[config.mk]
export PLATFORM = sky130hd
export DESIGN_NAME = pt_walker
export DESIGN_NICKNAME = d
export VERILOG_FILES = /design/src/rtl/ptw_pkg.sv /design/src/rtl/ptw_tlb.sv /design/src/rtl/ptw_perm.sv /design/src/rtl/ptw_walk.sv /design/src/rtl/pt_walker.sv
export SDC_FILE = /design/constraint.sdc
export NUM_CORES = 1
export LEC_CHECK = 0
export BUFFER_PORTS_ARGS = -buffer_cell sky130_fd_sc_hd__buf_4
export CAP_MARGIN = 20
export CORE_UTILIZATION = 58
export CTS_CLUSTER_SIZE = 25
export DETAILED_ROUTE_END_ITERATION = 8
export GPL_ROUTABILITY_DRIVEN = 0
export GPL_TIMING_DRIVEN = 0
export PLACE_DENSITY = 0.84
export SYNTH_ARGS = -nofsm -noshare
export SYNTH_HDL_FRONTEND = slang
export SYNTH_SLANG_ARGS = --single-unit
[constraint.sdc]
create_clock -name clk -period 4.1 [get_ports clk]
set_clock_uncertainty 0.15 [all_clocks]
set_input_delay 0.615 -clock clk [delete_from_list [all_inputs] [get_ports clk]]
set_output_delay 0.615 -clock clk [all_outputs]
set_load 0.005 [all_outputs]
[src/rtl/ptw_pkg.sv]
package ptw_pkg;
    localparam int VA_W   = 32;
    localparam int OFF_W  = 12;
    localparam int IDX_W  = 10;
    localparam int VPN_W  = VA_W - OFF_W;
    localparam int PPN_W  = VA_W - OFF_W;
    localparam int FLAG_W = 8;
    localparam int ENT_B  = 2;            // log2 of the entry size in bytes
    localparam int FLAG_RD = 0;           // entry bit 1
    localparam int FLAG_WR = 1;           // entry bit 2

    typedef struct packed {
        logic [PPN_W-1:0]  ppn;
        logic [FLAG_W-1:0] flags;
    } tlb_data_t;

    typedef enum logic [2:0] {
        S_IDLE,
        S_DIR_REQ,
        S_DIR_WAIT,
        S_PTE_REQ,
        S_PTE_WAIT,
        S_RESP
    } walk_state_t;
endpackage

[src/rtl/ptw_tlb.sv]
module ptw_tlb
    import ptw_pkg::*;
#(
    parameter int ENTRIES = 4
) (
    input  logic             clk,
    input  logic             rst_n,
    input  logic [VPN_W-1:0] lk_vpn,
    output logic             lk_hit,
    output tlb_data_t        lk_data,
    input  logic             fill_en,
    input  logic [VPN_W-1:0] fill_vpn,
    input  tlb_data_t        fill_data,
    input  logic             flush_all,
    input  logic             flush_one,
    input  logic [VPN_W-1:0] flush_vpn
);
    localparam int PTR_W = (ENTRIES > 1) ? $clog2(ENTRIES) : 1;
    localparam logic [PTR_W-1:0] LAST = PTR_W'(ENTRIES - 1);

    logic [ENTRIES-1:0] valid_q;
    logic [ENTRIES-1:0] match;
    logic [ENTRIES-1:0] drop;
    logic [VPN_W-1:0]   tag_q  [ENTRIES];
    tlb_data_t          data_q [ENTRIES];
    logic [PTR_W-1:0]   ptr_q;

    generate
        for (genvar g = 0; g < ENTRIES; g++) begin : g_slot
            assign match[g] = valid_q[g] && (tag_q[g] == lk_vpn);
            assign drop[g]  = flush_all || (flush_one && (tag_q[g] == flush_vpn));
        end
    endgenerate

    assign lk_hit = |match;

    always_comb begin
        lk_data = '0;
        for (int i = 0; i < ENTRIES; i++) begin
            if (match[i]) begin
                lk_data = data_q[i];
            end
        end
    end

    // valid bits and replacement pointer
    always_ff @(posedge clk or negedge rst_n) begin
        if (!rst_n) begin
            valid_q <= '0;
            ptr_q   <= '0;
        end else begin
            if (fill_en) begin
                valid_q[ptr_q] <= 1'b1;
                ptr_q          <= (ptr_q == LAST) ? '0 : ptr_q + 1'b1;
            end
            for (int i = 0; i < ENTRIES; i++) begin
                if (drop[i]) begin
                    valid_q[i] <= 1'b0;
                end
            end
        end
    end

    // tag and payload storage, no reset needed
    always_ff @(posedge clk) begin
        if (fill_en) begin
            tag_q[ptr_q]  <= fill_vpn;
            data_q[ptr_q] <= fill_data;
        end
    end

    AST_HIT_ONEHOT: assert property (@(posedge clk) disable iff (!rst_n)
        $onehot0(match));

    AST_FLUSH_ALL_EMPTY: assert property (@(posedge clk) disable iff (!rst_n)
        flush_all |=> (valid_q == '0));

    generate
        if (ENTRIES > 1) begin : g_rr_chk
            AST_RR_ADVANCE: assert property (@(posedge clk) disable iff (!rst_n)
                fill_en |=> (ptr_q != $past(ptr_q)));
        end
    endgenerate
endmodule

[src/rtl/ptw_perm.sv]
module ptw_perm
    import ptw_pkg::*;
(
    input  logic              present,
    input  logic [FLAG_W-1:0] flags,
    input  logic              is_write,
    output logic              fault
);
    logic allowed;

    always_comb begin
        allowed = is_write ? flags[FLAG_WR] : flags[FLAG_RD];
        fault   = !present || !allowed;
    end
endmodule

[src/rtl/ptw_walk.sv]
module ptw_walk
    import ptw_pkg::*;
(
    input  logic              clk,
    input  logic              rst_n,
    input  logic              paging_en,
    input  logic [VA_W-1:0]   dir_base,
    input  logic              req_valid,
    output logic              req_ready,
    input  logic [VA_W-1:0]   req_vaddr,
    input  logic              req_write,
    input  logic              lk_hit,
    input  tlb_data_t         lk_data,
    output logic              fill_en,
    output logic [VPN_W-1:0]  fill_vpn,
    output tlb_data_t         fill_data,
    output logic              mem_rd_req,
    output logic [VA_W-1:0]   mem_rd_addr,
    input  logic              mem_rd_valid,
    input  logic [VA_W-1:0]   mem_rd_data,
    output logic              rsp_valid,
    output logic [VA_W-1:0]   rsp_paddr,
    output logic [FLAG_W-1:0] rsp_flags,
    output logic              rsp_fault,
    output logic              rsp_write
);
    localparam int PAD_W = VA_W - IDX_W - ENT_B;

    walk_state_t        state_q, state_d;
    logic [VA_W-1:0]    va_q;
    logic               wr_q;
    logic [PPN_W-1:0]   dir_q;
    logic [VA_W-1:0]    paddr_q;
    logic [FLAG_W-1:0]  flags_q;
    logic               fault_q;

    logic [VA_W-1:0]    dir_addr;
    logic [VA_W-1:0]    pte_addr;
    logic               chk_present;
    logic [FLAG_W-1:0]  chk_flags;
    logic               chk_write;
    logic               chk_fault;
    logic               unused_bits;

    assign unused_bits = ^mem_rd_data[OFF_W-1:FLAG_W+1];

    assign dir_addr = dir_base +
        {{PAD_W{1'b0}}, va_q[VA_W-1:VA_W-IDX_W], {ENT_B{1'b0}}};
    assign pte_addr = {dir_q, {OFF_W{1'b0}}} +
        {{PAD_W{1'b0}}, va_q[VA_W-IDX_W-1:OFF_W], {ENT_B{1'b0}}};

    // permission source: cached mapping in IDLE, fetched entry otherwise
    always_comb begin
        if (state_q == S_IDLE) begin
            chk_present = 1'b1;
            chk_flags   = lk_data.flags;
            chk_write   = req_write;
        end else begin
            chk_present = mem_rd_data[0];
            chk_flags   = mem_rd_data[FLAG_W:1];
            chk_write   = wr_q;
        end
    end

    ptw_perm i_perm (
        .present  (chk_present),
        .flags    (chk_flags),
        .is_write (chk_write),
        .fault    (chk_fault)
    );

    // next state
    always_comb begin
        state_d = state_q;
        unique case (state_q)
            S_IDLE: begin
                if (req_valid) begin
                    if (!paging_en || lk_hit) state_d = S_RESP;
                    else                      state_d = S_DIR_REQ;
                end
            end
            S_DIR_REQ:  state_d = S_DIR_WAIT;
            S_DIR_WAIT: begin
                if (mem_rd_valid) begin
                    state_d = mem_rd_data[0] ? S_PTE_REQ : S_RESP;
                end
            end
            S_PTE_REQ:  state_d = S_PTE_WAIT;
            S_PTE_WAIT: begin
                if (mem_rd_valid) state_d = S_RESP;
            end
            S_RESP:     state_d = S_IDLE;
            default:    state_d = S_IDLE;
        endcase
    end

    // state register
    always_ff @(posedge clk or negedge rst_n) begin
        if (!rst_n) state_q <= S_IDLE;
        else        state_q <= state_d;
    end

    // request capture and response registers
    always_ff @(posedge clk or negedge rst_n) begin
        if (!rst_n) begin
            va_q    <= '0;
            wr_q    <= 1'b0;
            dir_q   <= '0;
            paddr_q <= '0;
            flags_q <= '0;
            fault_q <= 1'b0;
        end else begin
            case (state_q)
                S_IDLE: begin
                    if (req_valid) begin
                        va_q <= req_vaddr;
                        wr_q <= req_write;
                        if (!paging_en) begin
                            paddr_q <= req_vaddr;
                            flags_q <= '0;
                            fault_q <= 1'b0;
                        end else if (lk_hit) begin
                            fault_q <= chk_fault;
                            paddr_q <= chk_fault ? '0 :
                                       {lk_data.ppn, req_vaddr[OFF_W-1:0]};
                            flags_q <= chk_fault ? '0 : lk_data.flags;
                        end
                    end
                end
                S_DIR_WAIT: begin
                    if (mem_rd_valid) begin
                        dir_q <= mem_rd_data[VA_W-1:OFF_W];
                        if (!mem_rd_data[0]) begin
                            fault_q <= 1'b1;
                            paddr_q <= '0;
                            flags_q <= '0;
                        end
                    end
                end
                S_PTE_WAIT: begin
                    if (mem_rd_valid) begin
                        fault_q <= chk_fault;
                        paddr_q <= chk_fault ? '0 :
                                   {mem_rd_data[VA_W-1:OFF_W], va_q[OFF_W-1:0]};
                        flags_q <= chk_fault ? '0 : mem_rd_data[FLAG_W:1];
                    end
                end
                default: ;
            endcase
        end
    end

    // outputs
    always_comb begin
        req_ready   = 1'b0;
        mem_rd_req  = 1'b0;
        mem_rd_addr = '0;
        rsp_valid   = 1'b0;
        fill_en     = 1'b0;
        unique case (state_q)
            S_IDLE:     req_ready = 1'b1;
            S_DIR_REQ: begin
                mem_rd_req  = 1'b1;
                mem_rd_addr = dir_addr;
            end
            S_PTE_REQ: begin
                mem_rd_req  = 1'b1;
                mem_rd_addr = pte_addr;
            end
            S_PTE_WAIT: fill_en = mem_rd_valid && mem_rd_data[0];
            S_RESP:     rsp_valid = 1'b1;
            default: ;
        endcase
    end

    assign fill_vpn  = va_q[VA_W-1:OFF_W];
    assign fill_data = '{ppn: mem_rd_data[VA_W-1:OFF_W], flags: mem_rd_data[FLAG_W:1]};
    assign rsp_paddr = paddr_q;
    assign rsp_flags = flags_q;
    assign rsp_fault = fault_q;
    assign rsp_write = wr_q;

    AST_HIT_NO_READ: assert property (@(posedge clk) disable iff (!rst_n)
        (state_q == S_IDLE && req_valid && paging_en && lk_hit)
        |=> (rsp_valid && !mem_rd_req));

    AST_BYPASS_IDENTITY: assert property (@(posedge clk) disable iff (!rst_n)
        (state_q == S_IDLE && req_valid && !paging_en)
        |=> (rsp_valid && !rsp_fault && rsp_paddr == $past(req_vaddr)));

    AST_DIR_ABSENT_STOPS: assert property (@(posedge clk) disable iff (!rst_n)
        (state_q == S_DIR_WAIT && mem_rd_valid && !mem_rd_data[0])
        |=> (rsp_valid && rsp_fault && !mem_rd_req));

    AST_FAULT_CLEAN: assert property (@(posedge clk) disable iff (!rst_n)
        (rsp_valid && rsp_fault) |-> (rsp_paddr == '0 && rsp_flags == '0));

    AST_RSP_PULSE: assert property (@(posedge clk) disable iff (!rst_n)
        rsp_valid |=> !rsp_valid);

    AST_ONE_READ_OUT: assert property (@(posedge clk) disable iff (!rst_n)
        mem_rd_req |=> !mem_rd_req);
endmodule

[src/rtl/pt_walker.sv]
module pt_walker
    import ptw_pkg::*;
#(
    parameter int TLB_ENTRIES = 4
) (
    input  logic              clk,
    input  logic              rst_n,
    input  logic              paging_en,
    input  logic [31:0]       dir_base,
    input  logic              flush_all,
    input  logic              flush_one,
    input  logic [19:0]       flush_vpn,
    input  logic              req_valid,
    output logic              req_ready,
    input  logic [31:0]       req_vaddr,
    input  logic              req_write,
    output logic              mem_rd_req,
    output logic [31:0]       mem_rd_addr,
    input  logic              mem_rd_valid,
    input  logic [31:0]       mem_rd_data,
    output logic              rsp_valid,
    output logic [31:0]       rsp_paddr,
    output logic [7:0]        rsp_flags,
    output logic              rsp_fault,
    output logic              rsp_write
);
    logic             lk_hit;
    tlb_data_t        lk_data;
    logic             fill_en;
    logic [VPN_W-1:0] fill_vpn;
    tlb_data_t        fill_data;

    ptw_tlb #(.ENTRIES(TLB_ENTRIES)) i_tlb (
        .clk       (clk),
        .rst_n     (rst_n),
        .lk_vpn    (req_vaddr[VA_W-1:OFF_W]),
        .lk_hit    (lk_hit),
        .lk_data   (lk_data),
        .fill_en   (fill_en),
        .fill_vpn  (fill_vpn),
        .fill_data (fill_data),
        .flush_all (flush_all),
        .flush_one (flush_one),
        .flush_vpn (flush_vpn)
    );

    ptw_walk i_walk (
        .clk          (clk),
        .rst_n        (rst_n),
        .paging_en    (paging_en),
        .dir_base     (dir_base),
        .req_valid    (req_valid),
        .req_ready    (req_ready),
        .req_vaddr    (req_vaddr),
        .req_write    (req_write),
        .lk_hit       (lk_hit),
        .lk_data      (lk_data),
        .fill_en      (fill_en),
        .fill_vpn     (fill_vpn),
        .fill_data    (fill_data),
        .mem_rd_req   (mem_rd_req),
        .mem_rd_addr  (mem_rd_addr),
        .mem_rd_valid (mem_rd_valid),
        .mem_rd_data  (mem_rd_data),
        .rsp_valid    (rsp_valid),
        .rsp_paddr    (rsp_paddr),
        .rsp_flags    (rsp_flags),
        .rsp_fault    (rsp_fault),
        .rsp_write    (rsp_write)
    );
endmodule

==> summary.md <==
Synthesis
- instance count of the mapped netlist: 1199
- most area-consuming cells after synthesis: sky130_fd_sc_hd__edfxtp_1 39%, sky130_fd_sc_hd__dfrtp_1 18%, sky130_fd_sc_hd__xnor2_1 7.1%
- area fraction of the dominant cell type after synthesis: 0.393
- commonest register cell after synthesis: sky130_fd_sc_hd__edfxtp_1
- number of enable flip-flop cells after synthesis: 192
- number of distinct standard cells referenced by the synthesized netlist: 68
- sequential-to-total area share from yosys stat: 0.569
- synthesized netlist net count: 1338
- number of synthesized register bits: 295
- dominant cell type by area after synthesis: sky130_fd_sc_hd__edfxtp_1
- Yosys warnings: 0
- mean area per synthesized cell: 12.2 sq um
- fraction of registers with async set or reset after synthesis: 0.349
- Cell Area, Synth: 0.0147 sq mm

Timing
- Fmax: 244 MHz
- final count of hold timing violations: 0
- tightest slew margin relative to the limit: 0.359
- total count of max-transition violations in the final report: 0
- post-layout minimum cycle time: 4100 ps
- setup slack after layout: -0.787 ps
- total negative slack: -0.787 ps
- transition time of the tightest slew-check pin: 953 ps
- count of endpoints failing setup in the final report: 1
- period utilization: 1.00

Worst setup path
- register-to-register setup slack: 150 ps
- start-to-end type of the worst setup path: reg2out
- Worst Path Buf+Inv: 2
- Max stage delay on crit path: 490 ps
- source of the worst register-to-register timing path: i_tlb.tag_q[1][19]
- destination of the critical timing path: mem_rd_addr[19]
- critical path, cell by cell: ha_4 > a21o_1 > a21oi_2 > o21ai_2 > a2111o_1 > a311oi_2 > buf_4 > nor2_1 > xnor2_1 > a21oi_1 > buf_4
- kind of start point of the critical path: flip-flop
- maximum fanout along the worst path: 8
- worst path arrival time: 3340 ps
- CP delay by family, top: compound AO/OA/AOI/OAI gates
- Worst Setup SP: i_walk.va_q[23]
- total number of cells along the worst setup path: 11
- worst reg-to-reg path cell count: 9
- most frequent cell on the critical path: sky130_fd_sc_hd__buf_4
- r2r endpoint: i_walk.rsp_paddr[14]
- nature of the critical path endpoint: output port
- CP Data Required Time: 3340 ps
- Crit-path slowest cell: sky130_fd_sc_hd__a2111o_1

Route
- antenna-violating nets left: 0
- routed wire length: 47400 microns
- Initial DRT Pass Iterations: 6
- DRC violations left: 0
- average routed wire per standard cell: 26.9 microns
- per-cell via count in the routed design: 6.75
- vias after detailed routing: 11881
- first-iteration detailed-routing DRC count: 1694

Die
- standard-cell row count: 57
- width of the die: 161 microns
- effective utilization at floorplan: 0.597
- y dimension of the die: 161 microns
- Core Box Area: 0.0245 sq mm
- Total Die Area: 0.0259 sq mm
- I/O pin cnt: 201

Finish
- flip-flop and latch area: 0.00835 sq mm
- number of standard cells in the layout, taps in and fillers out: 1761
- layout overhead on the synthesized area: 20.3%
- post-route cell area: 0.0176 sq mm
- share of post-route cells with drive strength above 1: 0.249
- area taken by multi-input logic gates: 0.00583 sq mm
- Net count, final: 1550
- core utilization of the finished layout: 0.719
- fill cell count: 1592

GRT
- antenna violations before repair: 0
- vias in the first global route: 11802
- first-pass GRT wire length: 70100 microns
- global-route usage over all layers: 0.363
- Remaining Overflow, GRT: 0
- pin count of the biggest net entering global routing: 63

Clocking
- Num CTS Buffers: 30
- CTS tree: yes
- number of sinks handled by clock tree synthesis: 295
- Clock H-tree levels: 1
- Worst-Skew Late Latency: 560 ps
- maximum buffer depth of the clock tree: 3
- Clk pin slew, worst setup/hold paths: 60 ps
- Clock Tree Root: sky130_fd_sc_hd__clkbuf_16

Worst hold path
- path type of the worst min-delay path: in2reg
- launch point of the worst hold path: mem_rd_data[5]

Placed design
- quantity of I/O buffers inserted on ports: 166
- half-perimeter wire length after placement: 33700 microns
- placed cell area: 0.0164 sq mm
- total instance count after detailed placement: 1695

Outcome
- status: finished, violations left
- violations in the final reports: setup timing

Flow run
- count of max-cap constraint violations: 0

Pwr
- overall power consumption: 10.5 mW
- static leakage: 6.59 nW
- VDD IR-drop max: 407 uV
- ratio of total power to cell area: 596 mW/mm^2

==> layout by cell type (no fill, tap or decap), types with 35 or more instances in the layout <==
cell                       netlist  routed
sky130_fd_sc_hd__edfxtp_1      192     192
sky130_fd_sc_hd__buf_4           6     179
sky130_fd_sc_hd__xnor2_1       119     118
sky130_fd_sc_hd__dfrtp_1       103     101
sky130_fd_sc_hd__nor2_1         89      88
sky130_fd_sc_hd__xor2_1         61      61
sky130_fd_sc_hd__a21oi_1        61      59
sky130_fd_sc_hd__clkbuf_1       53      56
sky130_fd_sc_hd__mux2_2         53      53
sky130_fd_sc_hd__inv_1          43      43
sky130_fd_sc_hd__nand4_1        35      35
==> how the worst min path moves through the flow <==
stage               slack (ps)  cells after the start                   to
floorplan                  170                      0       i_tlb.ptr_q[0]
global placement           320                      2  i_walk.rsp_flags[6]
detailed placement         320                      2  i_walk.rsp_flags[7]
CTS                        120                      1   i_tlb.data_q[0][2]
global route               120                      1   i_tlb.data_q[0][2]
finish                     120                      1   i_tlb.data_q[1][4]
==> sequential cells by signal (all words and copies together) (netlist names) <==
register	flops
i_walk.rsp_paddr	32
i_walk.rsp_fault	1
i_walk.va_q	32
i_walk.dir_q	20
i_walk.rsp_write	1
i_tlb.data_q	112
i_walk.state_q	3
i_tlb.ptr_q	2
i_tlb.tag_q	80
i_walk.rsp_flags	8
i_tlb.valid_q	4
==> metrics by stage <==
step           hold slack (ps)  setup slack, ps
3_3_place_gp               319             -425
3_5_place_dp               323             -461
5_1_grt                    123            -60.4
4_1_cts                    116             7.41
6_report                   124           -0.787
2_1_floorplan              169              387
==> cells in the mapped netlist (10+ instances only) <==
master / n
sky130_fd_sc_hd__nand4_1: 35
sky130_fd_sc_hd__edfxtp_1: 192
sky130_fd_sc_hd__a2111oi_0: 20
sky130_fd_sc_hd__clkbuf_1: 53
sky130_fd_sc_hd__xor2_1: 61
sky130_fd_sc_hd__inv_1: 43
sky130_fd_sc_hd__nor4_1: 21
sky130_fd_sc_hd__o21ai_0: 29
sky130_fd_sc_hd__o31ai_1: 11
sky130_fd_sc_hd__buf_2: 15
sky130_fd_sc_hd__xnor2_1: 119
sky130_fd_sc_hd__o21ai_1: 19
sky130_fd_sc_hd__a221oi_1: 33
sky130_fd_sc_hd__nor2_1: 89
sky130_fd_sc_hd__and3_1: 20
sky130_fd_sc_hd__nand3_1: 18
sky130_fd_sc_hd__a21oi_1: 61
sky130_fd_sc_hd__and2_1: 11
sky130_fd_sc_hd__nor3_1: 14
sky130_fd_sc_hd__dfrtp_1: 103
sky130_fd_sc_hd__ha_1: 14
sky130_fd_sc_hd__a221oi_2: 10
sky130_fd_sc_hd__nand2_1: 32
sky130_fd_sc_hd__a221o_1: 12
sky130_fd_sc_hd__mux2_2: 53
==> report_power, final <==
group          total [mW]  switching [mW]  leakage, nW  internal, mW
registers            4.33           0.502         2.99          3.83
clock network        2.92            1.18        0.534          1.74
logic                3.27            1.85         3.07          1.42
==> cells by family after synthesis <==
group	Yosys count	synth area share
fa+ha+maj	15	0.0133
simple gates	276	0.0981
flops	295	0.569
buf+inv	127	0.0379
xor+xnor	187	0.115
compound gates	241	0.122
mux	58	0.0441
==> what timing repair did <==
action                                  in CTS  in global routing
hold endpoints to repair                    41                  0
setup buffers                                1                  5
resized for setup                            9                 11
pin swaps                                    6                 14
hold buffers                                 1                  0
endpoints found under the setup margin      21                 19
==> metal layers <==
layer  GRT usage  share of wire
met3       0.117           0.15
met1       0.470           0.35
met4       0.193          0.056
met2       0.545           0.44
met5           0              0
==> final cells by class <==
type	instances	share of cell area
Clock inverter	15	0.00922
Multi-Input combinational cell	777	0.331
Sequential cell	295	0.473
Inverter	44	0.00937
Tap cell	324	0.0230
Antenna cell	2	0.000284
Timing Repair Buffer	180	0.0806
Buffer	83	0.0221
Clock buffer	41	0.0514
Power figures use the tool's default switching activity.
